## config.mk

```make
export PLATFORM = sky130hd
export DESIGN_NAME = pwr_seq
export DESIGN_NICKNAME = d
export VERILOG_FILES = /design/src/rtl/pwr_seq_pkg.sv /design/src/rtl/pwr_state_reg.sv /design/src/rtl/card_clk_gen.sv /design/src/rtl/pad_drive_mux.sv /design/src/rtl/pwr_seq.sv
export SDC_FILE = /design/constraint.sdc
export NUM_CORES = 1
export LEC_CHECK = 0
export BUFFER_PORTS_ARGS = -buffer_cell sky130_fd_sc_hd__buf_4
export CAP_MARGIN = 20
export CORE_MARGIN = 2
export CORE_UTILIZATION = 40
export DETAILED_ROUTE_END_ITERATION = 10
export PLACE_DENSITY = 0.77
export SETUP_SLACK_MARGIN = 0.5
export SLEW_MARGIN = 20
export SYNTH_ARGS = -nofsm -noshare
export SYNTH_HDL_FRONTEND = slang
export SYNTH_SLANG_ARGS = --single-unit
```

## constraint.sdc

```tcl
create_clock -name clk_i -period 2.2 [get_ports clk_i]
set_input_delay 0.22 -clock clk_i [delete_from_list [all_inputs] [get_ports clk_i]]
set_output_delay 0.22 -clock clk_i [all_outputs]
set_load 0.05 [all_outputs]
```

## src/rtl/pwr_seq_pkg.sv

```systemverilog
package pwr_seq_pkg;

    typedef enum logic [1:0] {
        PS_OFF   = 2'b00,
        PS_CYCLE = 2'b10,
        PS_ON    = 2'b11
    } pwr_state_e;

    // field positions inside the control word
    localparam int STATE_LSB = 0;
    localparam int POL_BIT   = 4;

    function automatic logic code_is_legal(input logic [1:0] code);
        return code != 2'b01;
    endfunction

endpackage

```

## src/rtl/pwr_state_reg.sv

```systemverilog
module pwr_state_reg
    import pwr_seq_pkg::*;
(
    input  logic       clk_i,
    input  logic       rst_ni,
    input  logic       wr_i,
    input  logic [1:0] code_i,
    input  logic       pol_i,
    output pwr_state_e state_o,
    output logic       pol_o
);

    typedef struct packed {
        pwr_state_e state;
        logic       pol;
    } regs_t;

    regs_t r_d, r_q;

    always_comb begin
        r_d = r_q;
        if (wr_i) begin
            r_d.pol = pol_i;
            if (code_is_legal(code_i)) begin
                r_d.state = pwr_state_e'(code_i);
            end
        end
    end

    always_ff @(posedge clk_i or negedge rst_ni) begin
        if (!rst_ni) begin
            r_q <= '{state: PS_OFF, pol: 1'b0};
        end else begin
            r_q <= r_d;
        end
    end

    assign state_o = r_q.state;
    assign pol_o   = r_q.pol;

endmodule

```

## src/rtl/card_clk_gen.sv

```systemverilog
module card_clk_gen #(
    parameter int CLK_HALF  = 2,
    parameter int INIT_CLKS = 74
) (
    input  logic clk_i,
    input  logic rst_ni,
    input  logic run_i,
    output logic card_clk_o,
    output logic ready_o
);

    localparam int DIV_W = (CLK_HALF > 1) ? $clog2(CLK_HALF) : 1;
    localparam int CNT_W = $clog2(INIT_CLKS + 1);
    localparam logic [DIV_W-1:0] DIV_LAST = DIV_W'(CLK_HALF - 1);
    localparam logic [CNT_W-1:0] CNT_DONE = CNT_W'(INIT_CLKS);

    typedef struct packed {
        logic [DIV_W-1:0] div;
        logic             ck;
        logic [CNT_W-1:0] rises;
    } regs_t;

    regs_t r_d, r_q;

    always_comb begin
        r_d = r_q;
        if (!run_i) begin
            r_d = '0;
        end else if (r_q.div == DIV_LAST) begin
            r_d.div = '0;
            r_d.ck  = ~r_q.ck;
            if (!r_q.ck && (r_q.rises != CNT_DONE)) begin
                r_d.rises = r_q.rises + 1'b1;
            end
        end else begin
            r_d.div = r_q.div + 1'b1;
        end
    end

    always_ff @(posedge clk_i or negedge rst_ni) begin
        if (!rst_ni) begin
            r_q <= '0;
        end else begin
            r_q <= r_d;
        end
    end

    assign card_clk_o = r_q.ck;
    assign ready_o    = run_i && (r_q.rises == CNT_DONE);

endmodule

```

## src/rtl/pad_drive_mux.sv

```systemverilog
module pad_drive_mux
    import pwr_seq_pkg::*;
#(
    parameter int LINES = 8
) (
    input  pwr_state_e       state_i,
    input  logic             ready_i,
    input  logic             card_clk_i,
    input  logic             host_cmd_i,
    input  logic             host_cmd_oe_i,
    input  logic [LINES-1:0] host_dat_i,
    input  logic [LINES-1:0] host_dat_oe_i,
    output logic             pad_clk_o,
    output logic             pad_cmd_o,
    output logic             pad_cmd_oe_o,
    output logic [LINES-1:0] pad_dat_o,
    output logic [LINES-1:0] pad_dat_oe_o
);

    logic park_level;
    logic pass_host;

    always_comb begin
        park_level = (state_i != PS_CYCLE);
        pass_host  = (state_i == PS_ON) && ready_i;
        pad_clk_o  = (state_i == PS_ON) ? card_clk_i : park_level;
        if (pass_host) begin
            pad_cmd_o    = host_cmd_i;
            pad_cmd_oe_o = host_cmd_oe_i;
        end else begin
            pad_cmd_o    = park_level;
            pad_cmd_oe_o = 1'b1;
        end
    end

    for (genvar i = 0; i < LINES; i++) begin : g_line
        always_comb begin
            if (pass_host) begin
                pad_dat_o[i]    = host_dat_i[i];
                pad_dat_oe_o[i] = host_dat_oe_i[i];
            end else begin
                pad_dat_o[i]    = park_level;
                pad_dat_oe_o[i] = 1'b1;
            end
        end
    end

endmodule

```

## src/rtl/pwr_seq.sv

```systemverilog
module pwr_seq
    import pwr_seq_pkg::*;
#(
    parameter int DATA_LINES = 8,
    parameter int REG_W      = 8,
    parameter int CLK_HALF   = 2,
    parameter int INIT_CLKS  = 74
) (
    input  logic                  clk_i,
    input  logic                  rst_ni,
    input  logic                  cfg_wr_i,
    input  logic [REG_W-1:0]      cfg_wdata_i,
    output logic [REG_W-1:0]      cfg_rdata_o,
    input  logic                  host_cmd_i,
    input  logic                  host_cmd_oe_i,
    input  logic [DATA_LINES-1:0] host_dat_i,
    input  logic [DATA_LINES-1:0] host_dat_oe_i,
    output logic                  pad_clk_o,
    output logic                  pad_cmd_o,
    output logic                  pad_cmd_oe_o,
    output logic [DATA_LINES-1:0] pad_dat_o,
    output logic [DATA_LINES-1:0] pad_dat_oe_o,
    output logic                  dir_pol_o,
    output logic                  link_ready_o
);

    pwr_state_e state;
    logic       pol;
    logic       card_clk;
    logic       ready;
    logic       unused_wdata;

    assign unused_wdata = ^{cfg_wdata_i[REG_W-1:POL_BIT+1], cfg_wdata_i[POL_BIT-1:STATE_LSB+2]};

    pwr_state_reg u_state (
        .clk_i   (clk_i),
        .rst_ni  (rst_ni),
        .wr_i    (cfg_wr_i),
        .code_i  (cfg_wdata_i[STATE_LSB+1:STATE_LSB]),
        .pol_i   (cfg_wdata_i[POL_BIT]),
        .state_o (state),
        .pol_o   (pol)
    );

    card_clk_gen #(
        .CLK_HALF  (CLK_HALF),
        .INIT_CLKS (INIT_CLKS)
    ) u_clk (
        .clk_i      (clk_i),
        .rst_ni     (rst_ni),
        .run_i      (state == PS_ON),
        .card_clk_o (card_clk),
        .ready_o    (ready)
    );

    pad_drive_mux #(
        .LINES (DATA_LINES)
    ) u_mux (
        .state_i       (state),
        .ready_i       (ready),
        .card_clk_i    (card_clk),
        .host_cmd_i    (host_cmd_i),
        .host_cmd_oe_i (host_cmd_oe_i),
        .host_dat_i    (host_dat_i),
        .host_dat_oe_i (host_dat_oe_i),
        .pad_clk_o     (pad_clk_o),
        .pad_cmd_o     (pad_cmd_o),
        .pad_cmd_oe_o  (pad_cmd_oe_o),
        .pad_dat_o     (pad_dat_o),
        .pad_dat_oe_o  (pad_dat_oe_o)
    );

    always_comb begin
        cfg_rdata_o = '0;
        cfg_rdata_o[STATE_LSB+1:STATE_LSB] = state;
        cfg_rdata_o[POL_BIT] = pol;
    end

    assign dir_pol_o    = pol;
    assign link_ready_o = ready;

endmodule

```

==> results by group, run 1 <==
Run status
  – Status: finished with violations
  – Failing checks: setup timing

STA
  – Unrepaired setup endpoints after global routing: yes
  – Max Fclk: 453.9 MHz
  – Final setup fails: 1
  – Number of hold violations in the final report: 0
  – Post-route setup slack: -0.003152 ns
  – Fin. max-slew vios: 0
  – Worst Clk Skew: ~0.0057 ns
  – Hold_ws: between 0.15 and 0.2 ns
  – Minimum clock period: 2.203 ns
  – Final worst-path cycle share: 100.1%

Synthesis
  – Synth Warn #: 0
  – Sequential fraction of the synthesis area: roughly 35%
  – #FFs+latches synth: 12
  – Post-synthesis cell count: between 100 and 150
  – Synth unique cells: 26
  – Synth Cell Area: around 870 sq um
  – Mean area per synthesized cell: 8.337 sq um

Layout
  – # diodes: 0
  – Post-route cell area: roughly 1400 sq um
  – Most frequent cells in the layout: 45 x buf_4, 12 x dfrtp_1, 10 x nand2_2
  – FILL cells: around 140
  – Layout overhead on the synthesized area: 66.81%
  – Commonest non-fill, non-tap cell in the layout: buf_4
  – Layout cells sized above 1: 55.77%
  – Layout Nets: about 190

GRT
  – Vias in the first global route: 862
  – GRT Total Usage: about a fifth
  – Aggregate global routing overflow: 0
  – First-pass GRT wire length: 4043 microns
  – Initial antenna violation count: 0
  – Largest net degree at the start of global routing: 14

Worst hold path
  – Hold Path Class: in -> reg
  – HP Start: cfg_wr_i

Clock network
  – Clk slew on worst S/H paths: 0.07 ns
  – Clock Latency Late Sink: approximately 0.26 ns
  – CTS Root Cell: clkbuf_4
  – # clock sinks: 12
  – TritonCTS clock tree: done
  – CTS buffer count: 3
  – H-tree levels: 1
  – CTS max path bufs: 2

Placement
  – PortBufs: 47
  – Dpl hpwl: 1637 microns
  – Placed Area: 1294 sq um
  – Final Wtd Congestion: a little under 0.8

Critical path
  – Crit-path max FO: 5
  – Worst EP required: 1.98 ns
  – Kind of critical path: reg -> out
  – Worst path buffer plus inverter count: 1
  – CP startpoint: u_clk.r_q[5]$_DFFE_PN0P_
  – Slowest-stage cell, CP: or4b_4
  – CP max stage delay: 0.51 ns
  – Critical Path Start Type: flop
  – Worst-path cell chain: or4b_4 > or2_4 > or3_4 > buf_8
  – CP endpoint kind: output port
  – Critical R2R Launch: u_clk.r_q[4]$_DFFE_PN0P_
  – Top delay family on crit path: simple AND/OR/NAND/NOR gates
  – Worst Path Arrival: approximately 2 ns

Drt
  – DR pass1 iterations: 4
  – Post-Route WL: about 2500 microns
  – Wl on met1: 1078 microns
  – Met2 wire len: approximately 1200 microns
  – Wire length per cell: roughly 14 microns
  – Drt drc: 0
  – Metal3 WL: roughly 220 microns
  – Highest metal used: met4
  – Routed vias: 951
  – Routed Antenna Nets: 0
  – Avg Vias per Cell: around 5.2
  – DRC marker count from the first detailed-route iteration: 16

Die
  – Die Wd: between 50 and 60 microns
  – Full die area: between 2000 and 3000 sq um
  – Height of the die: approximately 50 microns
  – Top Ports: slightly below 60
  – Initial Util: about 43%
  – Core area: 2002 sq um
  – Row cnt: 16

Job
  – Max-Cap Viols: 0

Power
  – Static Leak: approximately 0.64 nW
  – Pwr/cell area: approximately 480 nW/um^2
  – VDD IR max: between 0.4 and 0.5 mV
-- metrics by stage --
step / instances / power (mW) / setup slack, ns / utilization (%) / setup TNS, ns
6_report: 183 / 0.6957 / -0.003152 / 72.25 / -0.003152
5_1_grt: 183 / 0.7301 / -0.03780 / 72.25 / -0.2473
4_1_cts: 182 / 0.6896 / 0.01135 / 70.56 / 0
3_5_place_dp: 175 / 0.5640 / 0.1402 / 64.63 / 0
3_3_place_gp: 175 / 0.5610 / 0.1633 / 64.63 / 0
2_1_floorplan: 108 / 0.4685 / 0.1567 / - / 0
-- power by group --
part	switching [mW]	total [mW]	leakage (nW)	internal [mW]
combinational	0.212	0.318	0.464	0.106
sequential	0.0198	0.252	0.159	0.232
clock	0.0625	0.126	0.0138	0.0631
-- synth_stat cells --
library cell	number	share of area [%]
and4bb_2	1	1.4
dfrtp_1	12	35
or4b_4	1	1.6
buf_6	2	2.6
a21oi_1	8	4.6
o21ai_0	4	2.3
a211oi_1	1	0.87
nor2_1	4	1.7
inv_1	3	1.3
nand2b_1	3	2.2
or3_1	11	7.9
nand3b_1	1	0.87
or4_1	2	1.7
nand2_1	18	7.8
nand4bb_1	1	1.3
buf_4	6	5.2
nor2b_1	1	0.72
clkbuf_1	4	1.7
o31ai_1	11	9.5
or2_1	1	0.72
nand3_1	2	1.2
mux2_2	2	2.6
conb_1	1	0.43
o211a_1	1	1.2
a22o_1	1	1.0
ha_1	2	2.9
-- registers in the layout, summed over array words and instances, names as in the netlist --
register and cells:
u_state.state_o 2, u_clk.r_q 8, u_state.pol_o 1, u_clk.card_clk_o 1
-- timing repair --
action / 4_1_cts / 5_1_grt
endpoints found under the hold margin: 12 / 0
pin swaps: 0 / 0
gates resized for setup: 18 / 5
endpoints found under the setup margin: 19 / 19
hold buffers: 1 / 0
setup buffers: 2 / 1
cloned: 1 / 0
-- layer usage --
layer / global-route usage, % / vias to the layer above
li1: - / 467
met4: 5.405 / 0
met3: 2.976 / 2
met2: 35.09 / 50
met5: 0 / -
met1: 26.67 / 432
-- final timing paths --
| path | endpoint | slack, ns | cells past startpoint |
|---|---|---|---|
| worst max-delay path | pad_dat_oe_o[0] | -0.003 | 4 |
| worst min-delay path | u_state.state_o[0]$_DFFE_PN0P_ | 0.17 | 2 |
| worst max register to register | u_clk.r_q[0]$_DFFE_PN0P_ | 0.58 | 5 |
| worst min register to register | u_clk.r_q[8]$_DFF_PN0_ | 0.52 | 1 |
| max in group asynchronous | u_state.pol_o$_DFFE_PN0P_ | 1.72 | 2 |
| min in group asynchronous | u_clk.r_q[0]$_DFFE_PN0P_ | 0.33 | 2 |
-- cell type report --
cell class	instances	area [sq um]	area share, %
Sequential cell	12	300.3	20.76
Timing Repair Buffer	56	483.0	33.39
Multi-Input combinational cell	82	595.6	41.18
Tap cell	27	33.78	2.336
Inverter	3	11.26	0.7785
Clock buffer	3	22.52	1.557
-- cell families (layout without fill, tap and decap cells) --
family	after synthesis	after routing	synth area share [%]
buf+inv	15	62	10.82
mux	2	2	2.597
other cells	1	5	0.4325
flops	12	12	34.63
fa+ha+maj	2	2	2.886
compound gates	26	26	19.48
simple gates	46	47	29.15
(Power assumes the default switching activity.)
==> run 2: changes to the inputs <==
--- a/config.mk
+++ b/config.mk
@@ -5,6 +5,7 @@
 export SDC_FILE = /design/constraint.sdc
 export NUM_CORES = 1
 export LEC_CHECK = 0
+export ABC_AREA = 1
 export BUFFER_PORTS_ARGS = -buffer_cell sky130_fd_sc_hd__buf_4
 export CAP_MARGIN = 20
 export CORE_MARGIN = 2
==> run 2 against run 1 <==
  * Area after synthesis grew 0.29%
  * Clock-buffer cell count grew 1
  * Clock power grew 13%
  * Via count grew 13%
  * Cell area grew 14%
  * Wire length grew 16%
  * Critical path depth grew 4
  * Largest power group unchanged
  * Combinational power grew 25%
  * Setup slack gained 0.30 ns
  * Flip-flop and latch count is the same
  * Synthesized cell count grew 27%
  * Non-clock buffer count grew 5
  * The run now ends clean
==> results by group, run 2 <==
Run status
  – Status: completed (was finished with violations)

Clock network
  – TritonCTS clock tree: done (unchanged)
  – CTS max path bufs: 2 (unchanged)
  – # clock sinks: 12 (unchanged)
  – Clock Latency Late Sink: 0.27 ns (was 0.26 ns)
  – CTS buffer count: 3 (unchanged)
  – H-tree levels: 1 (unchanged)
  – Clk slew on worst S/H paths: 0.07 ns (about the same)
  – CTS Root Cell: clkbuf_4 (unchanged)

GRT
  – GRT Total Usage: 23.56% (was 20.43%)
  – First-pass GRT wire length: 4623 microns (was 4043 microns)
  – Initial antenna violation count: 0 (unchanged)
  – Vias in the first global route: 1,048 (was 862)
  – Aggregate global routing overflow: 0 (unchanged)
  – Largest net degree at the start of global routing: 13 (was 14)

Die
  – Core area: 2002 sq um (unchanged)
  – Initial Util: 43.44% (was 43.31%)
  – Full die area: 2563 sq um (was 2556 sq um)
  – Row cnt: 16 (unchanged)
  – Top Ports: 58 (unchanged)
  – Die Wd: 50.63 microns (was 50.56 microns)
  – Height of the die: 50.63 microns (was 50.56 microns)

Worst hold path
  – Hold EP: u_state.pol_o$_DFFE_PN0P_ (was u_state.state_o[0]$_DFFE_PN0P_)
  – Hold Path Depth: 2 (unchanged)
  – HP Start: cfg_wdata_i[4] (was cfg_wr_i)
  – Hold Path Class: in -> reg (unchanged)

Placement
  – DP Worst Slack: 0.2567 ns (was 0.1402 ns)
  – Dpl hpwl: 1833 microns (was 1637 microns)
  – PortBufs: 47 (unchanged)
  – Final Wtd Congestion: 0.8234 (was 0.7952)

Layout
  – Largest Register: u_clk.r_q (unchanged)
  – # diodes: 0 (unchanged)
  – Layout Nets: 226 (was 189)
  – Layout cells sized above 1: 47.42% (was 55.77%)
  – Max FFs per register: 8 (unchanged)
  – Layout overhead on the synthesized area: 89.35% (was 66.81%)
  – Post-layout util: 82.25% (was 72.25%)
  – Most frequent cells in the layout: 37 x nand2_1, 37 x buf_4, 14 x inv_1 (was 45 x buf_4, 12 x dfrtp_1, 10 x nand2_2)

Drt
  – Wire length per cell: 13.16 microns (was 13.66 microns)
  – Routed Antenna Nets: 0 (unchanged)
  – Post-Route WL: 2909 microns (was 2500 microns)
  – DR pass1 iterations: 4 (unchanged)
  – Drt drc: 0 (unchanged)
  – DRC marker count from the first detailed-route iteration: 19 (was 16)
  – Avg Vias per Cell: 4.851 (was 5.197)
  – Routed vias: 1,072 (was 951)

Synthesis
  – Most used DFF post-synth: dfrtp_1 (unchanged)
  – Synth Area in Simple Gates: 41.01% (was 29.15%)
  – Xor and xnor fraction of the mapped netlist area: 1.007% (was 0%)
  – Post-synth top area share: 34.53% (was 34.63%)
  – #FFs+latches synth: 12 (unchanged)
  – Synth unique cells: 18 (was 26)
  – Synth area leaders: dfrtp_1 35%, nand2_1 22%, inv_1 6.5% (was dfrtp_1 35%, o31ai_1 9.5%, or3_1 7.9%)
  – Post-synthesis cell count: 132 (was 104)
  – Top cells by count, synth: 52 x nand2_1, 15 x inv_1, 14 x nor2_1 (was 18 x nand2_1, 12 x dfrtp_1, 11 x o31ai_1, 11 x or3_1, 8 x a21oi_1)
  – Top-count cell post-synth: nand2_1 (unchanged)
  – Mean area per synthesized cell: 6.588 sq um (was 8.337 sq um)
  – Synth Cell Area: 869.6 sq um (was 867.1 sq um)
  – Sequential fraction of the synthesis area: 34.53% (was 34.63%)
  – Largest family of logic cells by synthesized area: simple AND/OR/NAND/NOR gates (unchanged)
  – Synth Warn #: 0 (unchanged)
  – Synth area leader: dfrtp_1 (unchanged)
  – Post-synth EDFFs: 0 (unchanged)
  – Post-synthesis adder-cell area fraction: 2.878% (was 2.886%)
  – Compound-cell area share of the yosys netlist: 5.036% (was 19.48%)
  – Post-synth ARST share: 100.0% (unchanged)
  – Mux cell area share after synthesis: 1.295% (was 2.597%)

STA
  – Final setup fails: 0 (was 1)
  – Max Fclk: 525.7 MHz (was 453.9 MHz)
  – Post-route setup slack: 0.2977 ns (was -0.003152 ns)
  – Number of hold violations in the final report: 0 (unchanged)
  – Setup_tns: 0 ns (was -0.003152 ns)
  – Final worst-path cycle share: 86.47% (was 100.1%)
  – Hold_ws: 0.1768 ns (was 0.1736 ns)
  – Unrepaired setup endpoints after global routing: yes (unchanged)
  – Worst Clk Skew: 0.003765 ns (was 0.005664 ns)
  – Minimum clock period: 1.902 ns (was 2.203 ns)
  – Fin. max-slew vios: 0 (unchanged)

Critical path
  – Slowest-stage cell, CP: dfrtp_1 (was or4b_4)
  – CP endpoint kind: output port (unchanged)
  – Worst EP required: 1.98 ns (about the same)
  – Worst Path Arrival: 1.68 ns (was 1.98 ns)
  – Critical Path Start Type: flop (unchanged)
  – R2r setup slk: 0.60 ns (was 0.58 ns)
  – Crit-path max FO: 5 (unchanged)
  – Reg2reg end: u_clk.r_q[6]$_DFFE_PN0P_ (was u_clk.r_q[0]$_DFFE_PN0P_)
  – Critical R2R Launch: u_clk.r_q[1]$_DFFE_PN0P_ (was u_clk.r_q[4]$_DFFE_PN0P_)
  – Worst-path cell chain: inv_2 > ha_4 > nand2_4 > nor2_4 > buf_4 > nand3_4 > or2_1 > buf_6 (was or4b_4 > or2_4 > or3_4 > buf_8)
  – Worst reg2reg path depth: 11 (was 5)
  – CP max stage delay: 0.39 ns (was 0.51 ns)
  – Kind of critical path: reg -> out (unchanged)

Power
  – Pint: 0.4611 mW (was 0.4012 mW)
  – Part of the power in combinational logic: 50.7% (was 45.7%)
  – VDD IR max: 0.5151 mV (was 0.4665 mV)
  – Final Total Pwr: 0.7871 mW (was 0.6957 mW)
  – Static Leak: 0.8561 nW (was 0.6370 nW)
  – Sequential share of power: 31.3% (was 36.2%)
  – Net Switching: 0.3260 mW (was 0.2944 mW)
  – Pwr/cell area: 478.0 nW/um^2 (was 481.0 nW/um^2)
  – Clock share of power: 18.1% (was 18.0%)
  – Switching Fraction: 41.42% (was 42.32%)

Job
  – Max-Cap Viols: 0 (unchanged)
==> run 2: cell types whose count changed after synthesis, moves of 3 or more <==
cell / before / now
a21oi_1: 8 / 1
clkbuf_1: 4 / 0
inv_1: 3 / 15
nand2_1: 18 / 52
nand2b_1: 3 / 0
nand3_1: 2 / 7
nor2_1: 4 / 14
o31ai_1: 11 / 0
or2_1: 1 / 6
or2_2: 0 / 3
or3_1: 11 / 0
==> run 2: routing by layer <==
layer | global-route usage (%) | part of all wire [%] | wire [microns] | vias to the layer above
met5 | 0 | 0 | 0 | -
met2 | 48.03 | 59 | 1720 | 40
met3 | 2.976 | 3.7 | 108 | 2
li1 | - | - | - | 517
met1 | 24.26 | 36 | 1060 | 513
met4 | 7.207 | 0.65 | 19 | 0
==> run 2: area by class of cell <==
| cell class | instances | area, sq um |
|---|---|---|
| Clock buffer | 4 | 26.28 |
| Fill cell | 125 | 355.3 |
| Inverter | 15 | 56.30 |
| Multi-Input combinational cell | 102 | 616.8 |
| Sequential cell | 12 | 302.8 |
| Tap cell | 27 | 33.78 |
| Timing Repair Buffer | 61 | 610.6 |
==> run 2: worst max path at each step <==
stage,startpoint,to,slack (ns),cells after the start
after floorplan,u_state.state_o[0]$_DFFE_PN0P_,pad_cmd_o,0.51,6
after global placement,u_clk.r_q[0]$_DFFE_PN0P_,pad_dat_o[7],0.37,8
after detailed placement,u_clk.r_q[0]$_DFFE_PN0P_,pad_dat_o[0],0.26,8
after CTS,u_clk.r_q[0]$_DFFE_PN0P_,pad_dat_o[7],0.29,9
after global routing,u_clk.r_q[0]$_DFFE_PN0P_,pad_dat_o[7],0.21,11
final,u_clk.r_q[0]$_DFFE_PN0P_,pad_dat_oe_o[3],0.30,8
==> run 2: kinds of logic (layout without fill, tap and decap cells) <==
| family | count (synthesis) | in the layout |
|---|---|---|
| compound gates | 8 | 8 |
| xor+xnor | 1 | 1 |
| fa+ha+maj | 2 | 2 |
| buf+inv | 23 | 80 |
| flops | 12 | 12 |
| mux | 1 | 1 |
| other cells | 1 | 5 |
| simple gates | 84 | 85 |
==> run 2: worst max-delay path: cells and delay by family, from the launching register on <==
family | cells | cell delay (ns)
AND/OR/NAND/NOR | 4 | 0.51
adder cells (fa/ha/maj) | 1 | 0.14
buffers and inverters | 3 | 0.37
flip-flops | 1 | 0.39
==> run 2: metrics by stage <==
step / area (sq um) / instances
2_1_floorplan: 970.9 / 136
3_3_place_gp: 1297 / 203
3_5_place_dp: 1297 / 203
4_1_cts: 1610 / 220
5_1_grt: 1647 / 221
6_report: 1647 / 221
==> run 2: power groups by stage <==
stage | Sequential [mW] | Combinational [mW] | Clock, mW
4_1_cts | 0.246 | 0.391 | 0.145
5_1_grt | 0.248 | 0.416 | 0.155
3_3_place_gp | 0.248 | 0.318 | 0
3_5_place_dp | 0.249 | 0.323 | 0
6_report | 0.246 | 0.399 | 0.142
2_1_floorplan | 0.269 | 0.209 | 0
==> run 2: repair_timing <==
action,4_1_cts,5_1_grt
hold buffers,1,0
hold endpoints to repair,12,0
gates cloned,1,0
resized for setup,39,9
endpoints found under the setup margin,19,26
buffers inserted,11,1
pin swaps,12,6
==> run 3: changes to the inputs <==
--- a/config.mk
+++ b/config.mk
@@ -9,9 +9,9 @@
 export BUFFER_PORTS_ARGS = -buffer_cell sky130_fd_sc_hd__buf_4
 export CAP_MARGIN = 20
 export CORE_MARGIN = 2
-export CORE_UTILIZATION = 40
+export CORE_UTILIZATION = 41
 export DETAILED_ROUTE_END_ITERATION = 10
-export PLACE_DENSITY = 0.77
+export PLACE_DENSITY = 0.79
 export SETUP_SLACK_MARGIN = 0.5
 export SLEW_MARGIN = 20
 export SYNTH_ARGS = -nofsm -noshare
==> run 3 against run 2 <==
  * Cell area shrank 2.4%
  * Global-route usage shrank 0.86 points
  * Clock power about the same
  * Combinational power is essentially flat
  * Register-to-register slack gained 0.05 ns
  * Worst hold slack got worse by 0.0037 ns
  * Flip-flop and latch count stayed put
  * Clock skew up 0.0023 ns
  * Power up 0.13%
  * Wire length rose by 1.8%
  * Via count shrank 3.4%
  * Setup slack worse by 0.038 ns
  * Critical path type unchanged
  * Largest cell class unchanged
==> results by group, run 3 (same netlist as run 2, synthesis figures left out) <==
STA
  – Final worst-path cycle share: 88.18% (was 86.47%)
  – Setup_tns: 0 ns (unchanged)
  – Number of hold violations in the final report: 0 (unchanged)
  – Max Fclk: 515.5 MHz (was 525.7 MHz)
  – Minimum clock period: 1.940 ns (was 1.902 ns)
  – Unrepaired setup endpoints after global routing: yes (unchanged)
  – Final setup fails: 0 (unchanged)
  – Hold_ws: 0.1731 ns (was 0.1768 ns)
  – Worst Clk Skew: 0.006060 ns (was 0.003765 ns)
  – Fin. max-slew vios: 0 (unchanged)

Die
  – Top Ports: 58 (unchanged)
  – Initial Util: 43.88% (was 43.44%)
  – Die Wd: 50.06 microns (was 50.63 microns)
  – Height of the die: 50.06 microns (was 50.63 microns)
  – Row cnt: 16 (unchanged)
  – Full die area: 2506 sq um (was 2563 sq um)
  – Core area: 1982 sq um (was 2002 sq um)

Layout
  – # diodes: 0 (unchanged)
  – Max FFs per register: 8 (unchanged)
  – Commonest non-fill, non-tap cell in the layout: nand2_1
  – Layout cells sized above 1: 45.26% (was 47.42%)
  – Largest Register: u_clk.r_q (unchanged)
  – Layout overhead on the synthesized area: 84.89% (was 89.35%)
  – Seq. cell area: 302.8 sq um (unchanged)
  – Layout Nets: 222 (was 226)
  – Most frequent cells in the layout: 40 x nand2_1, 33 x buf_4, 14 x inv_1 (was 37 x nand2_1, 37 x buf_4, 14 x inv_1)
  – Multi-input gate area: 609.3 sq um (was 616.8 sq um)
  – FILL cells: 124 (was 125)

Placement
  – Dpl hpwl: 1732 microns (was 1833 microns)
  – Final Wtd Congestion: 0.7993 (was 0.8234)
  – PortBufs: 47 (unchanged)

Clock network
  – # clock sinks: 12 (unchanged)
  – CTS max path bufs: 2 (unchanged)
  – CTS buffer count: 3 (unchanged)
  – Clk slew on worst S/H paths: 0.08 ns (was 0.07 ns)
  – H-tree levels: 1 (unchanged)
  – Clock Latency Late Sink: 0.28 ns (was 0.27 ns)
  – TritonCTS clock tree: done (unchanged)
  – CTS Root Cell: clkbuf_4 (unchanged)

Drt
  – Wire length per cell: 13.65 microns (was 13.16 microns)
  – Avg Vias per Cell: 4.774 (was 4.851)
  – DR pass1 iterations: 4 (unchanged)
  – Routed Antenna Nets: 0 (unchanged)
  – Post-Route WL: 2962 microns (was 2909 microns)
  – DRC marker count from the first detailed-route iteration: 13 (was 19)
  – Drt drc: 0 (unchanged)
  – Routed vias: 1,036 (was 1,072)

GRT
  – First-pass GRT wire length: 4326 microns (was 4623 microns)
  – Initial antenna violation count: 0 (unchanged)
  – Largest net degree at the start of global routing: 13 (unchanged)
  – GRT Total Usage: 22.70% (was 23.56%)
  – Vias in the first global route: 979 (was 1,048)
  – Aggregate global routing overflow: 0 (unchanged)

Critical path
  – CP endpoint kind: output port (unchanged)
  – Crit-path max FO: 6 (was 5)
  – Critical Path Start Type: flop (unchanged)
  – Worst Path Arrival: 1.72 ns (was 1.68 ns)
  – Kind of critical path: reg -> out (unchanged)
  – Worst EP required: 1.98 ns (about the same)

Job
  – Max-Cap Viols: 0 (unchanged)

Run status
  – Status: completed (unchanged)

Power
  – Sequential share of power: 31.1% (was 31.3%)
  – Pint: 0.4633 mW (was 0.4611 mW)
  – Switching Fraction: 41.21% (was 41.42%)
  – Static Leak: 0.8269 nW (was 0.8561 nW)
  – Pwr/cell area: 490.2 nW/um^2 (was 478.0 nW/um^2)
  – Part of the power in combinational logic: 50.7% (about the same)
  – VDD IR max: 0.4973 mV (was 0.5151 mV)
  – Clock share of power: 18.2% (was 18.1%)
  – Net Switching: 0.3248 mW (was 0.3260 mW)

Worst hold path
  – Hold Path Class: in -> reg (unchanged)
[run 3: repair_timing]
action,4_1_cts,5_1_grt
pin swaps,10,4
endpoints found under the setup margin,19,25
endpoints found under the hold margin,12,0
gates cloned,2,1
hold buffers,1,0
gates resized for setup,39,7
setup buffers,5,1
[run 3: power by group through the flow]
stage                     registers, mW  clock network, mW  logic, mW
after floorplan                   0.269                  0      0.209
after global placement            0.248                  0      0.318
after detailed placement          0.249                  0      0.321
after CTS                         0.244              0.149      0.394
after global routing              0.246              0.153      0.419
final                             0.245              0.143      0.400
[run 3: final timing paths]
kind | startpoint | end | slack [ns] | depth (start not counted)
max in group asynchronous | rst_ni | u_state.state_o[0]$_DFFE_PN0P_ | 1.72 | 2
hold / removal | cfg_wdata_i[4] | u_state.pol_o$_DFFE_PN0P_ | 0.17 | 2
hold reg to reg | u_clk.r_q[8]$_DFF_PN0_ | u_clk.r_q[8]$_DFF_PN0_ | 0.48 | 1
min in group asynchronous | rst_ni | u_state.pol_o$_DFFE_PN0P_ | 0.31 | 2
setup reg to reg | u_clk.r_q[0]$_DFFE_PN0P_ | u_clk.r_q[4]$_DFFE_PN0P_ | 0.65 | 10
setup / recovery | u_clk.r_q[0]$_DFFE_PN0P_ | pad_dat_o[7] | 0.26 | 9
[run 3: final cells by class]
cell class | count | share of cell area (%)
tap | 27 | 2.101
multi-input combinational | 102 | 37.90
inverter | 15 | 3.502
timing repair buffer | 57 | 36.03
sequential | 12 | 18.83
clock buffer | 4 | 1.634
[run 3: layer usage]
| layer | vias to the layer above | track usage (%) | part of all wire, % |
|---|---|---|---|
| li1 | 505 | - | - |
| met1 | 476 | 24.76 | 34 |
| met2 | 47 | 42.11 | 56 |
| met3 | 8 | 5.152 | 7.1 |
| met4 | 0 | 7.870 | 2.6 |
| met5 | - | 0 | 0 |
[run 3: worst max-delay path, cell delays in order (launching register included)]
cell	delay, ns
dfrtp_1	0.40
inv_2	0.09
ha_4	0.15
nand2_4	0.05
nor2_4	0.13
nand3_4	0.12
o21ai_4	0.13
buf_12	0.17
nand2_4	0.05
buf_8	0.14
[run 3: per-stage QoR]
step                      utilization [%]  setup WS, ns  total power [mW]  cell area (sq um)  instances
final                               81.12        0.2600            0.7881               1608        217
after global placement              65.47        0.3758            0.5662               1297        203
after floorplan                         -        0.5061            0.4775              970.9        136
after CTS                           79.29        0.2938            0.7871               1572        215
after detailed placement            65.47        0.3352            0.5702               1297        203
after global routing                81.12        0.2100            0.8176               1608        217
